$ cat config.mk
export PLATFORM = sky130hd
export DESIGN_NAME = gpio_irq_detect
export DESIGN_NICKNAME = d
export VERILOG_FILES = /design/src/rtl/gpio_irq_detect.sv
export SDC_FILE = /design/constraint.sdc
export NUM_CORES = 1
export LEC_CHECK = 0
export BUFFER_PORTS_ARGS = -buffer_cell sky130_fd_sc_hd__clkbuf_2
export CORE_UTILIZATION = 30
export CTS_BUF_LIST = sky130_fd_sc_hd__clkbuf_4
export CTS_CLUSTER_SIZE = 24
export DETAILED_ROUTE_END_ITERATION = 12
export PLACE_DENSITY = 0.52
export SYNTH_ARGS = -nofsm -noshare
export SYNTH_HDL_FRONTEND = slang
export SYNTH_SLANG_ARGS = --single-unit
$ cat constraint.sdc
create_clock -name clk -period 3.3 [get_ports clk]
set_clock_uncertainty 0.05 [all_clocks]
set_input_delay 0.99 -clock clk [delete_from_list [all_inputs] [get_ports clk]]
set_output_delay 0.99 -clock clk [all_outputs]
set_load 0.05 [all_outputs]
$ cat src/rtl/gpio_irq_detect.sv
module gpio_irq_detect #(
  parameter int PINS        = 32,
  parameter int SYNC_STAGES = 2,
  parameter int AW          = 4
) (
  input  logic            clk,
  input  logic            rst_n,
  input  logic [PINS-1:0] pin_i,
  input  logic            reg_we,
  input  logic [AW-1:0]   reg_addr,
  input  logic [PINS-1:0] reg_wdata,
  output logic [PINS-1:0] reg_rdata,
  output logic            irq_o
);

  localparam logic [AW-1:0] A_MODE = AW'(0);
  localparam logic [AW-1:0] A_POL  = AW'(1);
  localparam logic [AW-1:0] A_BOTH = AW'(2);
  localparam logic [AW-1:0] A_IEN  = AW'(3);
  localparam logic [AW-1:0] A_ISET = AW'(4);
  localparam logic [AW-1:0] A_ICLR = AW'(5);
  localparam logic [AW-1:0] A_FLAG = AW'(6);
  localparam logic [AW-1:0] A_FCLR = AW'(7);
  localparam logic [AW-1:0] A_PIN  = AW'(8);

  logic [PINS-1:0] sync_q [SYNC_STAGES];
  logic [PINS-1:0] pin_s, prev_q, ev;
  logic [PINS-1:0] mode_q, pol_q, both_q, ien_q, flag_q;
  logic wr_mode, wr_pol, wr_both, wr_ien, wr_iset, wr_iclr, wr_fclr;

  assign pin_s = sync_q[SYNC_STAGES-1];

  always_ff @(posedge clk or negedge rst_n) begin
    if (!rst_n) begin
      for (int k = 0; k < SYNC_STAGES; k++) sync_q[k] <= '0;
      prev_q <= '0;
    end else begin
      sync_q[0] <= pin_i;
      for (int k = 1; k < SYNC_STAGES; k++) sync_q[k] <= sync_q[k-1];
      prev_q <= pin_s;
    end
  end

  for (genvar i = 0; i < PINS; i++) begin : g_det
    logic rise, fall;
    assign rise = pin_s[i] & ~prev_q[i];
    assign fall = ~pin_s[i] & prev_q[i];
    assign ev[i] = !mode_q[i] ? (pin_s[i] ^ pol_q[i]) :
                   both_q[i]  ? (rise | fall) :
                   pol_q[i]   ? rise : fall;
  end

  assign wr_mode = reg_we && (reg_addr == A_MODE);
  assign wr_pol  = reg_we && (reg_addr == A_POL);
  assign wr_both = reg_we && (reg_addr == A_BOTH);
  assign wr_ien  = reg_we && (reg_addr == A_IEN);
  assign wr_iset = reg_we && (reg_addr == A_ISET);
  assign wr_iclr = reg_we && (reg_addr == A_ICLR);
  assign wr_fclr = reg_we && (reg_addr == A_FCLR);

  always_ff @(posedge clk or negedge rst_n) begin
    if (!rst_n) begin
      mode_q <= '0;
      pol_q  <= '0;
      both_q <= '0;
      ien_q  <= '0;
      flag_q <= '0;
    end else begin
      if (wr_mode) mode_q <= reg_wdata;
      if (wr_pol)  pol_q  <= reg_wdata;
      if (wr_both) both_q <= reg_wdata;
      if (wr_ien)       ien_q <= reg_wdata;
      else if (wr_iset) ien_q <= ien_q | reg_wdata;
      else if (wr_iclr) ien_q <= ien_q & ~reg_wdata;
      flag_q <= (flag_q & ~(wr_fclr ? reg_wdata : '0)) | ev;
    end
  end

  always_comb begin
    case (reg_addr)
      A_MODE:  reg_rdata = mode_q;
      A_POL:   reg_rdata = pol_q;
      A_BOTH:  reg_rdata = both_q;
      A_IEN:   reg_rdata = ien_q;
      A_FLAG:  reg_rdata = flag_q;
      A_PIN:   reg_rdata = pin_s;
      default: reg_rdata = '0;
    endcase
  end

  assign irq_o = |(flag_q & ien_q);

  p_event_sets_flag_r2: assert property (@(posedge clk) disable iff (!rst_n)
    (ev != '0) |=> ((flag_q & $past(ev)) == $past(ev)));

  p_flag_sticky_r8: assert property (@(posedge clk) disable iff (!rst_n)
    !wr_fclr |=> ((flag_q & $past(flag_q)) == $past(flag_q)));

  p_clear_removes_r8: assert property (@(posedge clk) disable iff (!rst_n)
    wr_fclr |=> ((flag_q & $past(reg_wdata & ~ev)) == '0));

  p_ien_set_r7: assert property (@(posedge clk) disable iff (!rst_n)
    wr_iset |=> ((ien_q & $past(reg_wdata)) == $past(reg_wdata)));

  p_ien_clr_r7: assert property (@(posedge clk) disable iff (!rst_n)
    wr_iclr |=> ((ien_q & $past(reg_wdata)) == '0));

  p_ien_hold_r7: assert property (@(posedge clk) disable iff (!rst_n)
    !(wr_ien || wr_iset || wr_iclr) |=> $stable(ien_q));

endmodule

==> results.toml, run 1 <==
[worst_hold_path]
hold_class = "register to register"

[clock_tree]
clkTransAtPathRegs_ns = 0.06
tritoncts = "yes"
clk_latency_ns = 0.75
cts_root_buffer = "clkbuf_4"
clock_path_buffers = 3
clock-sinks = 256
htree_levels = 3
numCtsBuffers = 76

[power]
p_leak_nw = 7.12
power_density_mw_per_mm2 = 554
p_total_mw = 8.90
ir_worst_vdd_uv = 247

[yosys]
yosys.area_share.simple_pct = 6.51
synth.yosys.seq_area_share_pct = 52.7
synthTopCellsByArea = "dfrtp_1 53%, a22oi_1 6.9%, ha_1 6.6%"
syn_inst = 987
synthAdderAreaFrac_pct = 6.58
synthDistinctLibCells = 29
synth_compound_area_share_pct = 14.9
syn-cell-area_mm2 = 0.0122
ys_seq_elements = 256
syn-num-nets = 1122
yosys.area.top_type = "dfrtp_1"
yosysTopAreaCellShare_pct = 52.7
synth_top_family_by_area = "compound AO/OA/AOI/OAI gates"
yosysWarningCount = 0
synth_area_per_cell_um2 = 12.3
muxShareOfSynthArea_pct = 12.8
synthXorXnorAreaFrac_pct = 2.30

[placement]
place_congestion = 0.773
post-place-ws_ns = -0.0939
portBuffers = 103
dp_hpwl_um = 22500

[sta]
setup_viol = 32
slew_violations = 0
fin_ws_ns = -0.148
rsz0062_at_grt = "yes"
period_share_pct = 104
tightest_slew_ns = 0.644
fmax_ghz = 0.290
finalWorstPathRequiredPeriod_ns = 3.45
holdWs_ns = 0.266
final_hold_viol_count = 0
slew-limit-headroom_pct = 57.1

[die]
start_util_pct = 30.5
core_mm2 = 0.0398
rows = 73
dieArea_mm2 = 0.0414
ios = 104
die_x_um = 203
die_h_um = 203

[run_status]
status = "finished, violations left"
failed_checks = "setup timing"

[finish]
syn_to_final_growth_pct = 32.0
multiInputGateArea_mm2 = 0.00571
layout.nets = 1318
fillers = 3876
fin_util_pct = 40.3
drive_gt1_share_pct = 36.4
final-seq-area_mm2 = 0.00641

[global_routing]
grt_max_degree = 64
grt.overflow.total = 0
grt_util_all_layers_pct = 18.9
grt_pass1_vias = 9639
grt_pass1_wl_um = 58900
antenna_found_initial = 5

[worst_setup_path]
critPathMaxStageDelay_ns = 0.61
cp_top_family = "simple AND/OR/NAND/NOR gates"
cp-end-kind = "output pin"
cp.arrival_ns = 2.41
start_kind = "register"
cp_max_fo = 3
crit_buf_inv = 1
path_cells = "a22oi_2, nand4_1, or4_4, clkbuf_16"
required_ns = 2.26
cpMaxStageDelayCell = "or4_4"
worstSetupPathType = "register to output pin"

[route]
drt_iter0_markers = 613
drcViolationCount = 0
routed_wire_length_per_instance_um = 21.6
vias_per_cell = 5.25
via_count = 9292
dr.pass1.iters = 7
wl_um = 38200
postRouteAntennaNets = 0

[job]
max-cap-violations = 0
## synth_stat cells
master,n
nand2b_1,1
nor4bb_1,1
buf_6,3
dfrtp_1,256
or4_1,1
o21ai_1,32
nand4_1,36
clkbuf_1,27
xnor2_1,32
buf_2,17
a32o_1,32
nand3b_1,1
or3b_1,1
mux2_2,32
nand3_1,32
buf_4,8
and4bb_1,2
a21oi_2,1
mux2_4,30
inv_1,64
nand2_1,67
nand2_2,1
nor4_4,1
nor4b_4,2
ha_1,64
a22oi_1,112
mux2_1,66
nor4b_2,1
o211ai_1,64
## report_power, final
group	leakage, nW	internal [mW]	switching, mW
combinational	3.54	0.859	0.729
sequential	2.98	3.58	0.530
clock	0.595	1.75	1.45
total	7.12	6.19	2.71
## through the flow
step	area, µm²	setup TNS [ns]	instances
floorplan	12300	0	987
global placement	14200	-0.896	1599
detailed placement	14200	-1.19	1599
CTS	16100	-2.48	1770
global route	16100	-2.91	1770
finish	16100	-1.57	1771
## cells in the final DEF (no fill, tap or decap), types with 4 or more instances in the layout
cell type	count
o211ai_1	64
nand2_1	67
nand3_2	32
o21ai_1	32
mux2_4	30
mux2_2	32
clkinv_1	20
buf_12	52
mux2_1	66
inv_1	64
clkbuf_2	65
a22oi_2	56
nand4_1	36
xnor2_1	32
clkbuf_4	110
dfrtp_1	253
buf_4	27
buf_16	5
clkinv_2	4
ha_1	64
buf_6	14
a22oi_1	56
a32o_1	32
## cells by family (layout without fill, tap and decap cells)
logic type	count (synthesis)	count (layout)
mux	128	128
flops	256	256
xor+xnor	32	32
compound gates	241	241
fa+ha+maj	64	64
other cells	0	3
simple gates	147	147
buf+inv	119	375
## worst register-to-register path, cell delays in order, from the launching register on
cell and delay [ns]:
dfrtp_1 0.46, inv_1 0.07, ha_1 0.20, mux2_2 0.26, o211ai_1 0.18, o211ai_1 0.12
## final cells by class
cell class              count  share of cell area [%]
diodes                      3                  0.0467
clock buffers             108                    5.05
clock inverters            30                    1.28
inverters                  64                    1.50
multi-input cells         612                    35.5
flip-flops and latches    256                    39.9
well taps                 525                    4.09
repair buffers            173                    12.6
## per-layer routing
layer	global-route usage [%]	part of all wire [%]
met1	24.3	43
met2	30.0	47
met3	4.51	5.8
met4	8.78	3.3
met5	0.833	0.17
## final timing paths
kind | startpoint | endpoint | slack, ns | cells after the start
setup / recovery | register | irq_o | -0.15 | 4
hold / removal | sync_q[35]$_DFF_PN0_ | pin_s[3]$_DFF_PN0_ | 0.27 | 0
setup reg to reg | pin_s[20]$_DFF_PN0_ | flag_q[20]$_DFF_PN0_ | 1.84 | 5
hold reg to reg | sync_q[35]$_DFF_PN0_ | pin_s[3]$_DFF_PN0_ | 0.27 | 0
max in group asynchronous | rst_n | prev_q[0]$_DFF_PN0_ | 1.62 | 3
min in group asynchronous | rst_n | pol_q[1]$_DFFE_PN0P_ | 0.65 | 2
## timing repair
action                     4_1_cts  5_1_grt
hold buffers                     1        0
cloned                          13        1
pin swaps                       43       26
gates resized for setup         85       27
setup buffers                   20        4
hold endpoints to repair         4        0
setup endpoints to repair       33       33
Note: power is estimated with default switching activity, not from simulation.
==> inputs of run 2 (changes only) <==
--- a/config.mk
+++ b/config.mk
@@ -8,9 +8,10 @@
 export BUFFER_PORTS_ARGS = -buffer_cell sky130_fd_sc_hd__clkbuf_2
 export CORE_UTILIZATION = 30
 export CTS_BUF_LIST = sky130_fd_sc_hd__clkbuf_4
-export CTS_CLUSTER_SIZE = 24
+export CTS_CLUSTER_SIZE = 30
 export DETAILED_ROUTE_END_ITERATION = 12
 export PLACE_DENSITY = 0.52
+export REMOVE_ABC_BUFFERS = 1
 export SYNTH_ARGS = -nofsm -noshare
 export SYNTH_HDL_FRONTEND = slang
 export SYNTH_SLANG_ARGS = --single-unit
==> run 2 against run 1 <==
Final area rose by 0.25%. Clock-buffer cell count did not move. Hold slack lost 0.083 ns. Global-route usage down 0.63 points. The flow still finishes with violations (setup timing). Final cell count down 0.40%. Total power decreased by 3.7%. Sequential share of layout area down 0.12 points. Largest power group unchanged. Die area did not move. Non-clock buffer count up 9. First-iteration DRC count grew 5.7%. Critical path depth up 2.
==> results.toml, run 2 (same netlist as run 1, synthesis figures left out) <==
[run_status]
status = "finished, violations left"
failed_checks = "setup timing"

[finish]
final_cell_mix = "256 x dfrtp_1, 109 x clkbuf_4, 78 x a22oi_2, 67 x nand2_1, 66 x mux2_1"
fin_util_pct = 40.4
final_common_cell = "dfrtp_1"
syn_to_final_growth_pct = 32.3
layout.nets = 1326
drive_gt1_share_pct = 38.1

[global_routing]
grt.overflow.total = 0
grt_pass1_vias = 9708
grt_util_all_layers_pct = 18.3
antenna_found_initial = 3
grt_pass1_wl_um = 57400
grt_max_degree = 60

[sta]
setup_viol = 33
fin_ws_ns = -0.0781
slew_violations = 0
fmax_ghz = 0.296
final_hold_viol_count = 0
period_share_pct = 102
slew-limit-headroom_pct = 65.3
tightest_slew_ns = 0.521
rsz0062_at_grt = "yes"
finalWorstPathRequiredPeriod_ns = 3.38

[power]
ir_worst_vdd_uv = 190
internal-power_mw = 5.94
p_leak_nw = 7.11
power_density_mw_per_mm2 = 532
power_switching_mw = 2.63
power.share.clock_pct = 33.1
p_comb_share_pct = 18.8
power_switching_share_pct = 30.7
power_frac_seq_pct = 48.0

[route]
routed_wire_length_per_instance_um = 20.8
drt_iter0_markers = 648
wl_um = 36700
drcViolationCount = 0
dr.pass1.iters = 5
via_count = 9225
vias_per_cell = 5.23
postRouteAntennaNets = 0

[worst_setup_path]
cp_num_cells = 6
r2r_slack_ns = 1.73
rr_endpoint = "flag_q[19]$_DFF_PN0_"
path_cells = "clkbuf_4, and4bb_1, buf_4, a22oi_1, nand3_2, buf_12"
crit_buf_inv = 3
rr_worst_depth = 5
r2r_start = "pin_s[19]$_DFF_PN0_"
cp-startpoint = "reg_addr[1]"
crit_end = "reg_rdata[18]"
start_kind = "input port"
critPathMaxStageDelay_ns = 0.30
required_ns = 2.26
cp_top_family = "buffers and inverters"
cp_max_fo = 13
cp-end-kind = "output pin"
cpMaxStageDelayCell = "a22oi_1"
cp.arrival_ns = 2.34
worstSetupPathType = "input port to output pin"

[clock_tree]
htree_levels = 3
clock-sinks = 256
numCtsBuffers = 75
tritoncts = "yes"
clock_path_buffers = 3
clkTransAtPathRegs_ns = 0.06
cts_root_buffer = "clkbuf_4"
clk_latency_ns = 0.72

[die]
rows = 73
core_mm2 = 0.0398
die_h_um = 203
dieArea_mm2 = 0.0414
die_x_um = 203
ios = 104
start_util_pct = 30.5

[placement]
place_congestion = 0.805
post-place-ws_ns = -0.157
portBuffers = 103
dp_hpwl_um = 22500

[job]
max-cap-violations = 0

[worst_hold_path]
hold_class = "input port to asynchronous set/reset pin"
-- run 2: how the worst min path moves through the flow --
stage	to	startpoint
finish	pin_s[19]$_DFF_PN0_	rst_n
global route	pin_s[19]$_DFF_PN0_	rst_n
CTS	sync_q[34]$_DFF_PN0_	rst_n
detailed placement	pin_s[10]$_DFF_PN0_	sync_q[42]$_DFF_PN0_
global placement	pin_s[3]$_DFF_PN0_	sync_q[35]$_DFF_PN0_
floorplan	pin_s[0]$_DFF_PN0_	sync_q[32]$_DFF_PN0_
-- run 2: routing by layer --
layer | global-route usage, % | share of wire, % | vias to the layer above
li1 | - | - | 4120
met1 | 23.8 | 44 | 4720
met2 | 28.8 | 47 | 312
met3 | 5.08 | 6.9 | 69
met4 | 7.25 | 2.3 | 4
met5 | 0 | 0.063 | -
-- run 2: timing repair --
action                                  CTS  global route
hold buffers                              0             0
cloned                                   10             1
gates resized for setup                 135            35
pin swaps                                45            38
buffers inserted                         20             3
endpoints found under the setup margin   33            33
endpoints found under the hold margin     0             0
-- run 2: final cells by class --
cell class              instances  area (µm²)
fillers                      3838       23700
flip-flops and latches        256        6410
multi-input cells             612        5820
repair buffers                182        2100
clock buffers                 108         811
well taps                     525         657
inverters                      64         240
clock inverters                15        56.3
diodes                          2        5.00
-- run 2: power by group through the flow --
stage	logic, mW	clock network, mW	registers [mW]
3_5_place_dp	1.51	0	4.10
6_report	1.61	2.83	4.11
4_1_cts	1.61	2.97	4.09
3_3_place_gp	1.48	0	4.10
5_1_grt	1.75	3.14	4.19
2_1_floorplan	0.935	0	3.96
-- run 2: stage by stage --
stage,instance area (µm²),hold slack [ns],total power [mW],cells,TNS (ns)
2_1_floorplan,11900,0.281,4.89,932,-75.74
3_3_place_gp,14100,0.283,5.57,1608,-3.70
3_5_place_dp,14100,0.285,5.61,1608,-3.94
4_1_cts,16000,0.120,8.67,1761,-0.601
5_1_grt,16100,0.178,9.07,1764,-3.10
6_report,16100,0.183,8.56,1764,-1.04
